File: src/rtl/ea_pwm_pkg.sv
package ea_pwm_pkg;

  localparam logic [1:0] CM_UP   = 2'd0;
  localparam logic [1:0] CM_DOWN = 2'd1;
  localparam logic [1:0] CM_UPDN = 2'd2;

  localparam logic [2:0] ADDR_CTRL = 3'd0;
  localparam logic [2:0] ADDR_PSC  = 3'd1;
  localparam logic [2:0] ADDR_PER  = 3'd2;
  localparam logic [2:0] ADDR_CMP  = 3'd3;
  localparam logic [2:0] ADDR_ACT  = 3'd4;

  typedef enum logic [1:0] {
    ACT_KEEP   = 2'd0,
    ACT_LOW    = 2'd1,
    ACT_HIGH   = 2'd2,
    ACT_TOGGLE = 2'd3
  } act_e;

  // packed MSB first: zero action lands in bits [1:0]
  typedef struct packed {
    act_e cmp_dn;
    act_e period;
    act_e cmp_up;
    act_e zero;
  } act_cfg_t;

  typedef struct packed {
    logic period;
    logic cmp_up;
    logic cmp_dn;
    logic zero;
  } evt_t;

endpackage

File: src/rtl/ea_pwm_regs.sv
module ea_pwm_regs
  import ea_pwm_pkg::*;
#(
  parameter int CNT_W  = 16,
  parameter int PSC_W  = 12,
  parameter int ADDR_W = 3
) (
  input  logic              clk_i,
  input  logic              rst_ni,
  input  logic              wr_en_i,
  input  logic [ADDR_W-1:0] wr_addr_i,
  input  logic [CNT_W-1:0]  wr_data_i,
  input  logic              load_i,
  output logic [1:0]        mode_o,
  output logic              mask_en_o,
  output logic              mask_lvl_o,
  output logic              invert_o,
  output logic [PSC_W-1:0]  psc_o,
  output act_cfg_t          acts_o,
  output logic [CNT_W-1:0]  per_sh_o,
  output logic [CNT_W-1:0]  act_per_o,
  output logic [CNT_W-1:0]  act_cmp_o
);

  localparam int CTRL_W = 5;
  localparam int ACT_W  = $bits(act_cfg_t);

  logic [CTRL_W-1:0] ctrl_q;
  logic [PSC_W-1:0]  psc_q;
  logic [ACT_W-1:0]  act_q;
  logic [CNT_W-1:0]  per_sh_q, cmp_sh_q, act_per_q, act_cmp_q;

  always_ff @(posedge clk_i or negedge rst_ni) begin
    if (!rst_ni) begin
      ctrl_q   <= '0;
      psc_q    <= '0;
      act_q    <= '0;
      per_sh_q <= '0;
      cmp_sh_q <= '0;
    end else if (wr_en_i) begin
      case (wr_addr_i)
        ADDR_CTRL: ctrl_q   <= wr_data_i[CTRL_W-1:0];
        ADDR_PSC:  psc_q    <= wr_data_i[PSC_W-1:0];
        ADDR_PER:  per_sh_q <= wr_data_i;
        ADDR_CMP:  cmp_sh_q <= wr_data_i;
        ADDR_ACT:  act_q    <= wr_data_i[ACT_W-1:0];
        default: ;
      endcase
    end
  end

  // active copies move only at a period boundary
  always_ff @(posedge clk_i or negedge rst_ni) begin
    if (!rst_ni) begin
      act_per_q <= '0;
      act_cmp_q <= '0;
    end else if (load_i) begin
      act_per_q <= per_sh_q;
      act_cmp_q <= cmp_sh_q;
    end
  end

  assign mode_o     = ctrl_q[1:0];
  assign mask_en_o  = ctrl_q[2];
  assign mask_lvl_o = ctrl_q[3];
  assign invert_o   = ctrl_q[4];
  assign psc_o      = psc_q;
  assign acts_o     = act_cfg_t'(act_q);
  assign per_sh_o   = per_sh_q;
  assign act_per_o  = act_per_q;
  assign act_cmp_o  = act_cmp_q;

  assert_active_hold_R8: assert property (@(posedge clk_i) disable iff (!rst_ni)
    !load_i |=> ($stable(act_per_q) && $stable(act_cmp_q)));

endmodule

File: src/rtl/ea_pwm_prescaler.sv
module ea_pwm_prescaler #(
  parameter int PSC_W = 12
) (
  input  logic             clk_i,
  input  logic             rst_ni,
  input  logic [PSC_W-1:0] psc_i,
  input  logic             clr_i,
  output logic             tick_o
);

  logic [PSC_W-1:0] div_q;

  // >= so a lowered divisor cannot strand the count above it
  assign tick_o = !clr_i && (div_q >= psc_i);

  always_ff @(posedge clk_i or negedge rst_ni) begin
    if (!rst_ni)              div_q <= '0;
    else if (clr_i || tick_o) div_q <= '0;
    else                      div_q <= div_q + 1'b1;
  end

  assert_psc_step_R2: assert property (@(posedge clk_i) disable iff (!rst_ni)
    (!clr_i && !tick_o) |=> (div_q == $past(div_q) + 1'b1));

endmodule

File: src/rtl/ea_pwm_counter.sv
module ea_pwm_counter
  import ea_pwm_pkg::*;
#(
  parameter int CNT_W = 16
) (
  input  logic             clk_i,
  input  logic             rst_ni,
  input  logic             tick_i,
  input  logic             clr_i,
  input  logic [1:0]       mode_i,
  input  logic [CNT_W-1:0] per_i,
  input  logic [CNT_W-1:0] cmp_i,
  input  logic [CNT_W-1:0] per_next_i,
  output evt_t             evt_o,
  output logic             load_o
);

  logic [CNT_W-1:0] cnt_q;
  logic             dir_up_q;
  logic             stopped, at_zero, at_per, at_top, cmp_hit, eff_up, step, boundary;

  assign stopped = (per_i == '0);
  assign at_zero = (cnt_q == '0);
  assign at_per  = (cnt_q == per_i);
  assign at_top  = (cnt_q >= per_i);
  assign cmp_hit = (cnt_q == cmp_i);
  assign step    = tick_i && !stopped;

  always_comb begin
    case (mode_i)
      CM_DOWN: eff_up = 1'b0;
      CM_UPDN: eff_up = at_zero ? 1'b1 : (at_top ? 1'b0 : dir_up_q);
      default: eff_up = 1'b1;
    endcase
  end

  always_comb begin
    case (mode_i)
      CM_DOWN, CM_UPDN: boundary = at_zero;
      default:          boundary = at_top;
    endcase
  end

  assign load_o = tick_i && (stopped || boundary);

  always_comb begin
    evt_o        = '0;
    evt_o.zero   = step && at_zero;
    evt_o.period = step && at_per;
    evt_o.cmp_up = step && cmp_hit && eff_up;
    evt_o.cmp_dn = step && cmp_hit && !eff_up;
  end

  always_ff @(posedge clk_i or negedge rst_ni) begin
    if (!rst_ni) begin
      cnt_q    <= '0;
      dir_up_q <= 1'b1;
    end else if (clr_i) begin
      cnt_q    <= (mode_i == CM_DOWN) ? per_i : '0;
      dir_up_q <= 1'b1;
    end else if (tick_i) begin
      if (stopped) begin
        cnt_q <= '0;
      end else begin
        case (mode_i)
          CM_DOWN: cnt_q <= at_zero ? per_next_i : cnt_q - 1'b1;
          CM_UPDN: cnt_q <= eff_up ? cnt_q + 1'b1 : cnt_q - 1'b1;
          default: cnt_q <= at_top ? '0 : cnt_q + 1'b1;
        endcase
        dir_up_q <= eff_up;
      end
    end
  end

  assert_cnt_bound_R3: assert property (@(posedge clk_i) disable iff (!rst_ni)
    cnt_q <= per_i);

  assert_up_wrap_R3: assert property (@(posedge clk_i) disable iff (!rst_ni)
    (tick_i && !clr_i && !stopped && (mode_i == CM_UP) && at_top) |=> (cnt_q == '0));

  assert_updn_turn_R5: assert property (@(posedge clk_i) disable iff (!rst_ni)
    (tick_i && !clr_i && !stopped && (mode_i == CM_UPDN) && at_per && !at_zero)
      |=> (cnt_q == $past(cnt_q) - 1'b1));

  assert_clear_R12: assert property (@(posedge clk_i) disable iff (!rst_ni)
    (clr_i && (mode_i != CM_DOWN)) |=> (cnt_q == '0));

endmodule

File: src/rtl/ea_pwm_wavegen.sv
module ea_pwm_wavegen
  import ea_pwm_pkg::*;
(
  input  logic     clk_i,
  input  logic     rst_ni,
  input  evt_t     evt_i,
  input  act_cfg_t acts_i,
  input  logic     mask_en_i,
  input  logic     mask_lvl_i,
  input  logic     invert_i,
  output logic     pwm_o
);

  act_e sel;
  logic wave_q, wave_d, pre_pol;

  // priority: period, then compare, then zero
  always_comb begin
    sel = ACT_KEEP;
    if (evt_i.period)      sel = acts_i.period;
    else if (evt_i.cmp_up) sel = acts_i.cmp_up;
    else if (evt_i.cmp_dn) sel = acts_i.cmp_dn;
    else if (evt_i.zero)   sel = acts_i.zero;
  end

  always_comb begin
    case (sel)
      ACT_LOW:    wave_d = 1'b0;
      ACT_HIGH:   wave_d = 1'b1;
      ACT_TOGGLE: wave_d = ~wave_q;
      default:    wave_d = wave_q;
    endcase
  end

  always_ff @(posedge clk_i or negedge rst_ni) begin
    if (!rst_ni) wave_q <= 1'b0;
    else         wave_q <= wave_d;
  end

  assign pre_pol = mask_en_i ? mask_lvl_i : wave_q;
  assign pwm_o   = pre_pol ^ invert_i;

  assert_wave_hold_R6: assert property (@(posedge clk_i) disable iff (!rst_ni)
    (evt_i == '0) |=> $stable(wave_q));

endmodule

File: src/rtl/ea_pwm_gen.sv
module ea_pwm_gen
  import ea_pwm_pkg::*;
#(
  parameter int CNT_W  = 16,
  parameter int PSC_W  = 12,
  parameter int ADDR_W = 3
) (
  input  logic              clk_i,
  input  logic              rst_ni,
  input  logic              wr_en_i,
  input  logic [ADDR_W-1:0] wr_addr_i,
  input  logic [CNT_W-1:0]  wr_data_i,
  input  logic              cnt_clr_i,
  output logic              pwm_o
);

  logic [1:0]       mode;
  logic             mask_en, mask_lvl, invert, tick, load;
  logic [PSC_W-1:0] psc;
  act_cfg_t         acts;
  logic [CNT_W-1:0] per_sh, act_per, act_cmp;
  evt_t             evt;

  ea_pwm_regs #(.CNT_W(CNT_W), .PSC_W(PSC_W), .ADDR_W(ADDR_W)) u_regs (
    .clk_i      (clk_i),
    .rst_ni     (rst_ni),
    .wr_en_i    (wr_en_i),
    .wr_addr_i  (wr_addr_i),
    .wr_data_i  (wr_data_i),
    .load_i     (load),
    .mode_o     (mode),
    .mask_en_o  (mask_en),
    .mask_lvl_o (mask_lvl),
    .invert_o   (invert),
    .psc_o      (psc),
    .acts_o     (acts),
    .per_sh_o   (per_sh),
    .act_per_o  (act_per),
    .act_cmp_o  (act_cmp)
  );

  ea_pwm_prescaler #(.PSC_W(PSC_W)) u_psc (
    .clk_i  (clk_i),
    .rst_ni (rst_ni),
    .psc_i  (psc),
    .clr_i  (cnt_clr_i),
    .tick_o (tick)
  );

  ea_pwm_counter #(.CNT_W(CNT_W)) u_cnt (
    .clk_i      (clk_i),
    .rst_ni     (rst_ni),
    .tick_i     (tick),
    .clr_i      (cnt_clr_i),
    .mode_i     (mode),
    .per_i      (act_per),
    .cmp_i      (act_cmp),
    .per_next_i (per_sh),
    .evt_o      (evt),
    .load_o     (load)
  );

  ea_pwm_wavegen u_wave (
    .clk_i      (clk_i),
    .rst_ni     (rst_ni),
    .evt_i      (evt),
    .acts_i     (acts),
    .mask_en_i  (mask_en),
    .mask_lvl_i (mask_lvl),
    .invert_i   (invert),
    .pwm_o      (pwm_o)
  );

endmodule

File: config.mk
export PLATFORM = sky130hd
export DESIGN_NAME = ea_pwm_gen
export DESIGN_NICKNAME = d
export VERILOG_FILES = /design/src/rtl/ea_pwm_pkg.sv /design/src/rtl/ea_pwm_regs.sv /design/src/rtl/ea_pwm_prescaler.sv /design/src/rtl/ea_pwm_counter.sv /design/src/rtl/ea_pwm_wavegen.sv /design/src/rtl/ea_pwm_gen.sv
export SDC_FILE = /design/constraint.sdc
export NUM_CORES = 1
export LEC_CHECK = 0
export CAP_MARGIN = 20
export CORE_MARGIN = 2
export CORE_UTILIZATION = 50
export CTS_CLUSTER_DIAMETER = 150
export DETAILED_ROUTE_END_ITERATION = 10
export PLACE_DENSITY = 0.7
export SLEW_MARGIN = 20
export SYNTH_ARGS = -nofsm -noshare
export SYNTH_HDL_FRONTEND = slang
export SYNTH_SLANG_ARGS = --single-unit
File: constraint.sdc
create_clock -name clk_i -period 2.9 [get_ports clk_i]
set_input_delay 0.58 -clock clk_i [delete_from_list [all_inputs] [get_ports clk_i]]
set_output_delay 0.58 -clock clk_i [all_outputs]
set_load 0.05 [all_outputs]
==> impl_metrics.json, run 1 <==
{
  "fin_util_pct": 61.5,
  "yosysMostFrequentCell": "dfrtp_1",
  "wl_um": 21400,
  "run_status": "completed",
  "synth_area_per_cell_um2": 9.92,
  "worstPathArrival_ps": 3170,
  "fin_crit_sh_pct": 98.9,
  "via_per_inst": 6.14,
  "coreArea_um2": 14400,
  "slew_viol_final": 0,
  "yosys_register_bits": 119,
  "die_h_um": 125,
  "synth_area_leaders": "dfrtp_1 (41%), mux2_2 (11%), ha_1 (5.7%)",
  "synth-seq-area-share_pct": 40.9,
  "wl_met1_um": 9200,
  "ys.warnings.count": 0,
  "gp_congestion": 0.970,
  "drt-pass1-iter-count": 5,
  "synth-edff-count": 0,
  "leakagePower_nw": 3.97,
  "ys.flop_type": "dfrtp_1",
  "slew_headroom_pct": 55.5,
  "place_area_um2": 8040,
  "grt_max_degree": 48,
  "worst_setup_path_start_kind": "flop",
  "fin_area_um2": 8840,
  "hold_class": "in2async",
  "num_rows": 44,
  "yosysTopAreaCell": "dfrtp_1",
  "clk_latency_ps": 430,
  "drv_cap": 0,
  "p_per_area_nw_per_um2": 743,
  "hpwl_um": 15200,
  "first_global_vias": 6151,
  "max_freq_ghz": 0.349,
  "drc": 0,
  "root_buffer": "clkbuf_16",
  "reg2reg_depth": 10,
  "overflow": 0,
  "ioPinCount": 24,
  "ctsHoldBuffers": 0,
  "drive_above_1_share_pct": 25.6,
  "synthArstFlopShare_pct": 100,
  "highest_layer": "met4",
  "synth.cell_area_um2": 7290,
  "clockBufferDepth": 2,
  "clock-sinks": 119,
  "drt_iter0_drc": 626,
  "wl_met2_um": 9900,
  "yosys.cell_types.count": 76,
  "vias": 6217,
  "route.met3.wl_um": 1590,
  "tightest_slew_ps": 661,
  "final_cells": 1012,
  "rsz0062_at_grt": "yes",
  "nets": 871,
  "path_clk_slew_ps": 60,
  "syn-num-nets": 791,
  "hold_viol_final": 0,
  "antenna_found_initial": 0,
  "syn_to_final_growth_pct": 21.3,
  "ant_nets": 0,
  "num_antenna_cells": 0,
  "vdd_ir_drop_max_uv": 465,
  "critical_path_class": "reg2reg",
  "start_util_pct": 50.7,
  "yosys-top-cells-count": "dfrtp_1 (118), mux2_2 (73), nand2_1 (51), o21ai_0 (51), nor2_1 (49)",
  "die_area_um2": 15600,
  "fin_crit_ps": 2870,
  "portBuffers": 23,
  "synth_cells": 735,
  "finalSetupViolCount": 0,
  "yosys.area.top_type_share_pct": 40.5,
  "place_inst": 968,
  "worstPathRequired_ps": 3200,
  "grtUsageTotal_pct": 27.8,
  "grt_pass1_wl_um": 33700,
  "path_max_fanout": 6,
  "die_x_um": 125,
  "htree_levels": 4,
  "wl_per_cell_um": 21.1,
  "cts_tree": "done",
  "cts-buffers-inserted": 17,
  "end_kind": "flop",
  "fin_skew_ps": 15.6
}
where the power goes:
group          switching, W  internal (W)  total, W  leakage (nW)
Sequential         0.000167       0.00189   0.00206          1.54
Clock              0.000835       0.00138   0.00221         0.286
Combinational       0.00128       0.00101   0.00229          2.15
Total               0.00229       0.00428   0.00657          3.97
worst max-delay path, cell delays in order, from the launching register on:
cell and delay (ps):
dfrtp_2 420, inv_1 60, ha_1 270, nand4_1 170
or2_4 320, a311o_2 460, a21oi_2 270, nand2b_1 270
buf_4 180, a41oi_1 40, a221o_1 280
layer usage:
layer | track usage, % | up-vias
li1 | - | 2826
met1 | 38.5 | 3068
met2 | 42.8 | 271
met3 | 6.44 | 52
met4 | 10.2 | 0
met5 | 0 | -
kinds of logic after synthesis:
logic type | share of synthesized area [%]
xor gates and xnor gates | 5.89
muxes | 12.1
buffers and inverters | 5.87
and+or+nand+nor | 14.9
AOI/OAI and AO/OA | 14.7
adders and majority gates | 5.67
DFF | 40.9
path summary, 6_finish.rpt:
check / end / from / slack [ps]
max: u_cnt.cnt_q[1] / u_regs.act_per_o[8] / 30
min: u_cnt.cnt_q[7] / rst_ni / 160
max reg2reg: u_cnt.cnt_q[1] / u_regs.act_per_o[8] / 30
min reg2reg: u_regs.act_cmp_o[13] / u_regs.cmp_sh_q[13] / 490
max in group asynchronous: u_cnt.dir_up_q / rst_ni / 1960
min in group clk_i: u_regs.act_cmp_o[13] / u_regs.cmp_sh_q[13] / 490
sequential cells by signal (all words and copies together), names as in the netlist:
register / cells
u_regs.ctrl_q: 5
u_regs.cmp_sh_q: 16
u_psc.div_q: 12
u_regs.act_per_o: 16
u_cnt.dir_up_q: 1
u_regs.act_cmp_o: 16
u_cnt.cnt_q: 16
u_regs.acts_o: 8
u_regs.psc_o: 12
u_regs.per_sh_o: 16
u_wave.wave_q: 1
cells in the final DEF, fill, tap and decap left out, types with 4 or more instances in the layout:
cell type and n:
inv_6 4, a211oi_1 8, nand2_1 51, clkdlybuf4s50_1 22
buf_4 80, a21oi_1 21, clkinvlp_4 5, and3_1 11
mux2_2 72, a31oi_1 6, nor2_1 49, nand3_1 19
nor3_1 14, o211ai_1 10, nor4_1 10, dfrtp_1 116
xor2_1 16, or3_1 6, a22oi_1 9, nand4_1 12
nand3b_1 4, mux2i_1 5, clkbuf_16 18, ha_1 31
o21a_1 5, o21ai_0 49, nor2b_1 7, xnor2_1 33
a221o_1 5, o21ai_1 5, inv_1 43
repair_timing:
item,4_1_cts,5_1_grt
gates resized for setup,10,12
buffers inserted,1,10
setup endpoints to repair,15,45
endpoints found under the hold margin,0,0
cloned,0,1
pin swaps,2,8
stage by stage:
step | setup slack [ps] | setup TNS (ps) | hold WS, ps | total power, W
after floorplan | 156 | 0 | 284 | 0.00333
after global placement | -117 | -411 | 469 | 0.00402
after detailed placement | -218 | -896 | 484 | 0.00408
after CTS | 1.04 | 0 | 186 | 0.00638
after global routing | -69.3 | -275 | 206 | 0.00686
final | 31.4 | 0 | 161 | 0.00657
area by class of cell:
type / count / area [µm²]
fill: 1197 / 5530
sequential: 119 / 2980
inverter: 43 / 161
timing repair buffer: 106 / 897
tap: 184 / 230
clock buffer: 18 / 439
multi-input combinational: 528 / 3960
clock inverter: 14 / 173
Note: power is estimated with default switching activity, not from simulation.
==> run 2, diff against run 1 <==
- CORE_MARGIN: 2 -> 1.5
- MAX_ROUTING_LAYER: not set -> met4
==> run 2 against run 1 <==
Effect of this change: sequential power about the same; final area is 0.79% lower; maximum frequency grew 2.9%; sequential cell count is the same; core utilization up 0.93 points; critical path type unchanged; largest power group unchanged; highest routed layer unchanged.
==> impl_metrics.json, run 2 (same netlist as run 1, synthesis figures left out) <==
{
  "drt-pass1-iter-count": 5,
  "end_kind": "flop",
  "root_buffer": "clkbuf_16",
  "slew_viol_final": 0,
  "place_area_um2": 8040,
  "cpMostUsedCell": "buf_6",
  "final_cells": 1001,
  "num_antenna_cells": 0,
  "final_cell_mix": "dfrtp_1 (116), mux2_2 (73), buf_4 (72)",
  "first_global_vias": 6186,
  "critical_path_class": "reg2reg",
  "critical-path-top-delay-family": "compound AO/OA/AOI/OAI gates",
  "path_buf_inv": 3,
  "die_x_um": 124,
  "die_h_um": 124,
  "clk_latency_ps": 420,
  "drt_iter0_drc": 493,
  "cp.depth": 11,
  "grt_pass1_wl_um": 34200,
  "via_per_inst": 6.13,
  "wl_um": 21800,
  "cts-buffers-inserted": 17,
  "die_area_um2": 15300,
  "slew_headroom_pct": 62.0,
  "hold_viol_final": 0,
  "nFillCells": 1139,
  "clockBufferDepth": 2,
  "overflow": 0,
  "worstPathRequired_ps": 3190,
  "place_inst": 963,
  "fin_crit_ps": 2790,
  "vias": 6138,
  "leakagePower_nw": 3.96,
  "ctsHoldBuffers": 0,
  "p_per_area_nw_per_um2": 741,
  "slowest_stage": "a311o_2",
  "run_status": "completed",
  "fin_crit_sh_pct": 96.2,
  "worst_setup_path_start_kind": "flop",
  "layout_setup_ws_ps": 111,
  "grtUsageTotal_pct": 31.2,
  "path_clk_slew_ps": 60,
  "vdd_ir_drop_max_uv": 460,
  "finalSetupViolCount": 0,
  "nets": 864,
  "drv_cap": 0,
  "ant_nets": 0,
  "clock-sinks": 119,
  "p_total_w": 0.00650,
  "max_freq_ghz": 0.359,
  "ioPinCount": 24,
  "hpwl_um": 15800,
  "fin_skew_ps": 15.3,
  "coreArea_um2": 14000,
  "crit_chain": "inv_1 > ha_1 > nand4_1 > or2_1 > a311o_2 > a21oi_2 > buf_6 > buf_6 > nand3b_1 > a41oi_1 > a221o_1",
  "path_max_fanout": 10,
  "worstPathArrival_ps": 3080,
  "num_rows": 43,
  "antenna_found_initial": 0,
  "tns_ps": 0,
  "htree_levels": 4,
  "cts_tree": "done",
  "cpPeakStageDelay_ps": 450,
  "drive_above_1_share_pct": 25.0,
  "portBuffers": 23,
  "final_common_cell": "dfrtp_1",
  "gp_congestion": 1.02,
  "tightest_slew_ps": 565,
  "fin_area_um2": 8770,
  "drc": 0,
  "reg2reg_depth": 11,
  "hold_class": "in2async",
  "start_util_pct": 51.9,
  "pre_cts_ws_ps": -65.7,
  "grt_max_degree": 52,
  "syn_to_final_growth_pct": 20.3,
  "wl_per_cell_um": 21.8
}
-- run 2: cell types whose count changed in the layout (fill, tap and decap cells not counted), moves of 2 or more --
cell / previous run / this run
o21ai_1: 5 / 7
or2_4: 2 / 0
buf_4: 80 / 72
or2_1: 0 / 2
clkinvlp_4: 5 / 0
a211oi_2: 1 / 3
o21ai_0: 49 / 47
inv_8: 0 / 5
-- run 2: area by class of cell --
cell class                      instances  area [µm²]  share of cell area (%)
Clock buffer                           17         425                    4.85
Clock inverter                         15         179                    2.04
Inverter                               43         161                    1.84
Multi-Input combinational cell        528        3950                    45.1
Sequential cell                       119        2980                    34.0
Tap cell                              180         225                    2.57
Timing Repair Buffer                   99         843                    9.62
-- run 2: stage by stage --
step | hold slack [ps] | utilization [%]
floorplan | 284 | -
global placement | 460 | 57.2
detailed placement | 489 | 57.2
CTS | 166 | 61.6
global route | 181 | 62.5
finish | 156 | 62.5
-- run 2: final timing paths --
kind / from / end / slack [ps]
setup / recovery: u_regs.act_per_o[10] / u_cnt.cnt_q[1] / 110
hold / removal: rst_ni / u_cnt.cnt_q[12] / 160
setup reg to reg: u_regs.act_per_o[10] / u_cnt.cnt_q[1] / 110
hold reg to reg: u_regs.cmp_sh_q[13] / u_regs.act_cmp_o[13] / 500
max in group asynchronous: rst_ni / u_regs.act_per_o[7] / 1850
min in group clk_i: u_regs.cmp_sh_q[13] / u_regs.act_cmp_o[13] / 500
-- run 2: worst register-to-register path, stage by stage, from the launching register on --
cell      delay, ps
dfrtp_2         410
inv_1            60
ha_1            300
nand4_1         150
or2_1           300
a311o_2         450
a21oi_2         160
buf_6           160
buf_6           160
nand3b_1        140
a41oi_1         110
a221o_1         270
-- run 2: timing repair --
item	in CTS	in global routing
gates resized for setup	1	22
setup buffers	0	6
pin swaps	1	5
setup endpoints to repair	5	47
-- run 2: routing by layer --
layer	wire (µm)	share of wire [%]	vias to the layer above	track usage (%)
met4	339	1.6	0	9.05
met2	10500	48	236	49.2
met5	0	0	-	-
met3	1600	7.4	30	5.49
met1	9410	43	3070	41.4
li1	-	-	2802	-
-- run 2: power breakdown --
group	internal, W	leakage (nW)	total, W	switching [W]
clock	0.00130	0.303	0.00217	0.000864
sequential	0.00189	1.54	0.00207	0.000179
combinational	0.000976	2.11	0.00226	0.00128
==> run 3, diff against run 2 <==
- CAP_MARGIN: 20 -> not set
==> results of run 3 <==
Same layout as run 2: the final DEF is identical, and so are final timing and power.
